### config.mk
export PLATFORM = sky130hd
export DESIGN_NAME = gf3_slice_alu
export DESIGN_NICKNAME = d
export VERILOG_FILES = /design/src/rtl/gf3_pkg.sv /design/src/rtl/gf3_lane_add.sv /design/src/rtl/gf3_operand_mux.sv /design/src/rtl/gf3_code_scan.sv /design/src/rtl/gf3_slice_alu.sv
export SDC_FILE = /design/constraint.sdc
export NUM_CORES = 1
export LEC_CHECK = 0
export BUFFER_PORTS_ARGS = -buffer_cell sky130_fd_sc_hd__buf_4
export CAP_MARGIN = 40
export CORE_AREA = 2 2 228 230
export CTS_BUF_LIST = sky130_fd_sc_hd__clkbuf_4 sky130_fd_sc_hd__clkbuf_8
export DETAILED_ROUTE_END_ITERATION = 16
export DIE_AREA = 0 0 230 232
export SYNTH_ARGS = -nofsm -noshare
export SYNTH_HDL_FRONTEND = slang
export SYNTH_SLANG_ARGS = --single-unit
### constraint.sdc
create_clock -name clk_i -period 2.2 [get_ports clk_i]
set_clock_uncertainty 0.2 [all_clocks]
set_input_delay 0.44 -clock clk_i [delete_from_list [all_inputs] [get_ports clk_i]]
set_output_delay 0.44 -clock clk_i [all_outputs]
set_load 0.01 [all_outputs]
### src/rtl/gf3_pkg.sv
package gf3_pkg;
  typedef enum logic [1:0] {
    OP_ADD = 2'b00,
    OP_SUB = 2'b01,
    OP_NEG = 2'b10,
    OP_DBL = 2'b11
  } gf3_op_e;
endpackage

### src/rtl/gf3_lane_add.sv
// Per-position GF(3) sum on split words: seven two-input gates per lane.
module gf3_lane_add #(
  parameter int unsigned W = 97
) (
  input  logic [W-1:0] x_lo_i,
  input  logic [W-1:0] x_hi_i,
  input  logic [W-1:0] y_lo_i,
  input  logic [W-1:0] y_hi_i,
  output logic [W-1:0] s_lo_o,
  output logic [W-1:0] s_hi_o
);
  for (genvar i = 0; i < W; i++) begin : g_lane
    logic cross_a, cross_b, mix, hi_or, lo_or;
    assign cross_a   = x_lo_i[i] | y_hi_i[i];
    assign cross_b   = x_hi_i[i] | y_lo_i[i];
    assign mix       = cross_a ^ cross_b;
    assign hi_or     = x_hi_i[i] | y_hi_i[i];
    assign lo_or     = x_lo_i[i] | y_lo_i[i];
    assign s_lo_o[i] = hi_or ^ mix;
    assign s_hi_o[i] = lo_or ^ mix;
  end
endmodule

### src/rtl/gf3_operand_mux.sv
// Steers operands into the lane adder; negation is a word swap.
module gf3_operand_mux #(
  parameter int unsigned W = 97
) (
  input  gf3_pkg::gf3_op_e op_i,
  input  logic [W-1:0]     a_lo_i,
  input  logic [W-1:0]     a_hi_i,
  input  logic [W-1:0]     b_lo_i,
  input  logic [W-1:0]     b_hi_i,
  output logic [W-1:0]     x_lo_o,
  output logic [W-1:0]     x_hi_o,
  output logic [W-1:0]     y_lo_o,
  output logic [W-1:0]     y_hi_o
);
  import gf3_pkg::*;

  always_comb begin
    x_lo_o = a_lo_i;
    x_hi_o = a_hi_i;
    y_lo_o = b_lo_i;
    y_hi_o = b_hi_i;
    unique case (op_i)
      OP_ADD: ;
      OP_SUB: begin
        y_lo_o = b_hi_i;
        y_hi_o = b_lo_i;
      end
      OP_NEG, OP_DBL: begin
        // zero plus swapped A
        x_lo_o = '0;
        x_hi_o = '0;
        y_lo_o = a_hi_i;
        y_hi_o = a_lo_i;
      end
      default: ;
    endcase
  end
endmodule

### src/rtl/gf3_code_scan.sv
module gf3_code_scan #(
  parameter int unsigned W = 97
) (
  input  logic [W-1:0] a_lo_i,
  input  logic [W-1:0] a_hi_i,
  input  logic [W-1:0] b_lo_i,
  input  logic [W-1:0] b_hi_i,
  output logic         bad_o
);
  logic [W-1:0] both_set;
  assign both_set = (a_lo_i & a_hi_i) | (b_lo_i & b_hi_i);
  assign bad_o    = |both_set;
endmodule

### src/rtl/gf3_slice_alu.sv
module gf3_slice_alu #(
  parameter int unsigned N = 97
) (
  input  logic         clk_i,
  input  logic         rst_ni,
  input  logic         valid_i,
  input  logic [1:0]   op_i,
  input  logic [N-1:0] a_lo_i,
  input  logic [N-1:0] a_hi_i,
  input  logic [N-1:0] b_lo_i,
  input  logic [N-1:0] b_hi_i,
  output logic         valid_o,
  output logic [N-1:0] res_lo_o,
  output logic [N-1:0] res_hi_o,
  output logic         bad_code_o
);
  import gf3_pkg::*;

  gf3_op_e      op;
  logic [N-1:0] x_lo, x_hi, y_lo, y_hi, s_lo, s_hi;
  logic         bad;

  assign op = gf3_op_e'(op_i);

  gf3_operand_mux #(.W(N)) u_mux (
    .op_i   (op),
    .a_lo_i (a_lo_i),
    .a_hi_i (a_hi_i),
    .b_lo_i (b_lo_i),
    .b_hi_i (b_hi_i),
    .x_lo_o (x_lo),
    .x_hi_o (x_hi),
    .y_lo_o (y_lo),
    .y_hi_o (y_hi)
  );

  gf3_lane_add #(.W(N)) u_add (
    .x_lo_i (x_lo),
    .x_hi_i (x_hi),
    .y_lo_i (y_lo),
    .y_hi_i (y_hi),
    .s_lo_o (s_lo),
    .s_hi_o (s_hi)
  );

  gf3_code_scan #(.W(N)) u_scan (
    .a_lo_i (a_lo_i),
    .a_hi_i (a_hi_i),
    .b_lo_i (b_lo_i),
    .b_hi_i (b_hi_i),
    .bad_o  (bad)
  );

  always_ff @(posedge clk_i or negedge rst_ni) begin
    if (!rst_ni) begin
      valid_o    <= 1'b0;
      bad_code_o <= 1'b0;
      res_lo_o   <= '0;
      res_hi_o   <= '0;
    end else begin
      valid_o    <= valid_i;
      bad_code_o <= valid_i & bad;
      if (valid_i) begin
        res_lo_o <= s_lo;
        res_hi_o <= s_hi;
      end
    end
  end

  // one-cycle pulse after the strobe
  p_valid_pulse_r6: assert property (@(posedge clk_i) disable iff (!rst_ni)
    valid_i |=> valid_o);

  // idle cycle holds results and drops flags
  p_idle_hold_r9: assert property (@(posedge clk_i) disable iff (!rst_ni)
    !valid_i |=> !valid_o && !bad_code_o && $stable(res_lo_o) && $stable(res_hi_o));

  // legal in, legal out
  p_legal_out_r8: assert property (@(posedge clk_i) disable iff (!rst_ni)
    (valid_o && !bad_code_o) |-> ((res_lo_o & res_hi_o) == '0));

  // flag only alongside a valid result
  p_flag_with_valid_r7: assert property (@(posedge clk_i) disable iff (!rst_ni)
    bad_code_o |-> valid_o);

  // negate swaps the A words
  p_neg_swap_r4: assert property (@(posedge clk_i) disable iff (!rst_ni)
    (valid_i && op_i == 2'b10) |=> (res_lo_o == $past(a_hi_i)) && (res_hi_o == $past(a_lo_i)));
endmodule

==> summary.txt <==
Outcome
  – Outcome: complete, no violations

Power
  – Sequential group share of total power: 35.3%
  – Sw Pwr: 4.50 mW
  – Internal Pwr Total: about 7.7 mW
  – Leakage dissipation: 10.9 nW
  – Power per cell area: slightly below 500 nW/µm²
  – Portion of total power attributed to the clock network: 23.6%
  – VDD IR-drop max: between 300 and 400 µV
  – Final Total Pwr: 12.2 mW
  – Switching power as a share of total power: 37.0%
  – Fraction of power consumed by combinational cells: 41.1%

STA
  – Hold Fails Final Rpt: 0
  – Number of pins with negative max-slew slack in the final report: 0
  – Highest attainable clock frequency: 464 MHz
  – Min Hold Slack: 41.4 ps
  – Slew at the pin closest to its max-slew limit: 650 ps
  – Number of failing setup endpoints in the final timing report: 0
  – Worst slew margin: 56.7%
  – Min Clock Period, post-route: 2160 ps
  – Setup ws final: approximately 43 ps
  – Ratio of final minimum period to clock period: between 90% and 100%

Cells and area
  – End-of-flow core utilization: 48.6%
  – Share of layout cells above drive strength 1: 35.0%
  – Fin cells: 3516
  – Final net count: 3204
  – Area Growth Syn to Fin: 52.3%

Synthesis
  – Yosys cell types: 27
  – Number of storage elements in the synthesis netlist: slightly below 200
  – Proportion of synthesized flip-flops having asynchronous set or reset: 100%
  – Mean post-synth cell area: 8.18 µm²
  – Number of enable-type register cells in the synthesized netlist: 0
  – Yosys Warn Count: 0
  – Sequential-to-total area share from yosys stat: 30.2%
  – Primary flip-flop cell chosen by synthesis mapping: sky130_fd_sc_hd__dfrtp_1
  – Number of nets produced by synthesis: 2378
  – Post-synth top area share: a little under a third
  – Synth area leader: sky130_fd_sc_hd__dfrtp_1
  – Top area cells in the synthesized netlist: sky130_fd_sc_hd__dfrtp_1 30%, sky130_fd_sc_hd__mux2_2 13%, sky130_fd_sc_hd__o21ai_0 9.0%
  – Cells after Synth: 1985
  – Post-synthesis instance area: 16200 µm²

Die
  – Starting density of the core: 31.9%
  – Die outline width: 230 µm
  – Io pins: 589
  – Die Ht: 232 µm
  – Floorplan core area: 50900 µm²
  – Std-Cell Rows: 83
  – Die Outline Area: 53400 µm²

Global route
  – Largest net degree at the start of global routing: 85
  – Via count of the first global-routing pass: 19000
  – Gr ovfl total: 0
  – Global-route wire length before repair: 124000 µm
  – Total track usage: between 30% and 40%
  – Number of antenna violations at the first check in global routing: 13

Clock tree
  – Clk Latency, worst-skew pair: 590 ps
  – Setup Fix Bufs, Post-CTS: 0
  – Number of sinks handled by clock tree synthesis: roughly 200
  – Root Buffer: sky130_fd_sc_hd__clkbuf_8
  – Clock slew at reported path FFs: 130 ps
  – Clock tree from TritonCTS: done
  – Number of buffers added by the clock tree synthesis step: 17
  – Buffer levels on the longest clock path: 2
  – Number of H-tree branching levels: 4

Critical path
  – Critical path peak fanout: 5
  – Buf/Inv on CP: 4
  – Launching element type of the critical path: input pin
  – Category of the critical setup timing path: input pin to flip-flop
  – Crit path top cell by count: sky130_fd_sc_hd__buf_4
  – Worst EP arrival: 2430 ps
  – Cell class contributing the biggest share of worst-path delay: buffers and inverters
  – Crit path cell chain: dlygate4sd3_1 > buf_4 > a22o_1 > a221oi_1 > buf_4 > nand4_1 > nor4_2 > buf_4 > a41oi_1
  – Data required time of the critical path: 2470 ps
  – Maximum single-stage delay on the critical path: 560 ps
  – Number of cell instances on the worst register-to-register path: 3
  – Slack of the worst reg-to-reg path: 830 ps
  – Sort of element at the end of the critical path: flip-flop
  – Stages on worst setup path: 9
  – Slowest stage cell, crit path: sky130_fd_sc_hd__dlygate4sd3_1

Min path
  – Class of the tightest hold or removal check: input pin to flip-flop
  – Hold depth: 4

Drt
  – Vias after detailed routing: 19900
  – Initial DRC Count: 1435
  – Post-route DRC violation count: 0
  – Routed Antenna Nets: 0
  – Total wire length after detailed routing: roughly 87000 µm
  – Drt wl/cell: about 25 µm
  – Router iterations before antenna repair: 5
  – Avg Vias per Cell: approximately 5.7

Flow run
  – Max capacitance violation total: 0

Placed design
  – Number of input and output port buffers inserted: 588
  – Cell count after placement: 3311
  – Routability Congestion: 0.951
  – Sum of net half-perimeters after detailed placement: 69800 µm
  – Worst Setup Slack post-DPL: -734 ps
## what timing repair did
item                                    4_1_cts  5_1_grt
hold buffers                                160        0
cloned                                        0        1
hold endpoints to repair                    180        0
endpoints found under the setup margin        1       13
pin swaps                                     0        1
resized for setup                             1       11
## worst min-delay path, delay by kind of cell
kind	cells	cell delay, ps
buffers and inverters	1	110
AO/OA/AOI/OAI	3	270
## layout make-up
cell class                 count  area, µm²
fill                        4948      26200
antenna                       12       30.0
multi-input combinational   1484      10100
sequential                   196       4900
timing repair buffer         917       7630
clock buffer                  22        290
tap                          680        851
clock inverter                10        146
inverter                     195        732
## layer usage
layer	vias up	wire length, µm	track usage (%)
met5	-	44	0
met4	6	3840	14.5
met3	162	7110	8.46
met2	929	41100	52.4
met1	9606	35000	38.0
li1	9171	-	-
## cell usage after synthesis (all sizes together) (4+ instances only)
master / count
xor2: 96
o31a: 95
a21oi: 196
buf: 41
nor2: 289
a2111oi: 95
clkbuf: 69
o21ai: 292
a22oi: 17
a221oi: 41
nor4: 4
mux2: 190
o221ai: 99
dfrtp: 196
nand4: 12
inv: 195
a22o: 42
## layout by cell type (no fill, tap or decap), types with 6 or more instances in the layout
cell type / count
sky130_fd_sc_hd__a2111oi_0: 95
sky130_fd_sc_hd__a21oi_1: 196
sky130_fd_sc_hd__a221oi_1: 35
sky130_fd_sc_hd__a221oi_2: 6
sky130_fd_sc_hd__a22o_1: 42
sky130_fd_sc_hd__a22oi_1: 17
sky130_fd_sc_hd__buf_12: 21
sky130_fd_sc_hd__buf_4: 730
sky130_fd_sc_hd__clkbuf_8: 20
sky130_fd_sc_hd__dfrtp_1: 196
sky130_fd_sc_hd__diode_2: 12
sky130_fd_sc_hd__dlygate4sd3_1: 160
sky130_fd_sc_hd__inv_1: 195
sky130_fd_sc_hd__mux2_2: 190
sky130_fd_sc_hd__nand4_1: 12
sky130_fd_sc_hd__nor2_1: 289
sky130_fd_sc_hd__o21ai_0: 292
sky130_fd_sc_hd__o221ai_1: 99
sky130_fd_sc_hd__o31a_1: 95
sky130_fd_sc_hd__xor2_1: 96
## power by group through the flow
stage               Clock (mW)  Sequential, mW  Combinational (mW)
global route              3.07            4.34                5.38
finish                    2.87            4.29                5.00
global placement             0            4.34                4.54
CTS                       2.94            4.29                4.93
detailed placement           0            4.35                4.63
floorplan                    0            4.50                1.68
## per-stage QoR
step	instance area (µm²)	setup TNS (ps)
floorplan	16200	0
global placement	22600	-740
detailed placement	22600	-842
CTS	24600	0
global route	24700	-34.6
finish	24700	0
## final timing paths
kind,start,endpoint
setup / recovery,a_hi_i[88],bad_code_o$_DFF_PN0_
hold / removal,a_lo_i[96],res_hi_o[96]$_DFFE_PN0P_
setup reg to reg,res_lo_o[27]$_DFFE_PN0P_,res_lo_o[27]$_DFFE_PN0P_
hold reg to reg,res_lo_o[43]$_DFFE_PN0P_,res_lo_o[43]$_DFFE_PN0P_
max in group asynchronous,rst_ni,res_hi_o[46]$_DFFE_PN0P_
min in group asynchronous,rst_ni,res_lo_o[96]$_DFFE_PN0P_
## state kept, by name, summed over array words and instances (netlist names)
name,cells
res_hi_o,97
res_lo_o,97
bad_code_o,1
valid_o,1
## cells by family after synthesis
logic type      synth area share [%]
simple gates                    7.63
compound gates                  36.1
buf+inv                         7.65
flops                           30.2
xor+xnor                        5.18
mux                             13.2
(Power assumes the default switching activity.)
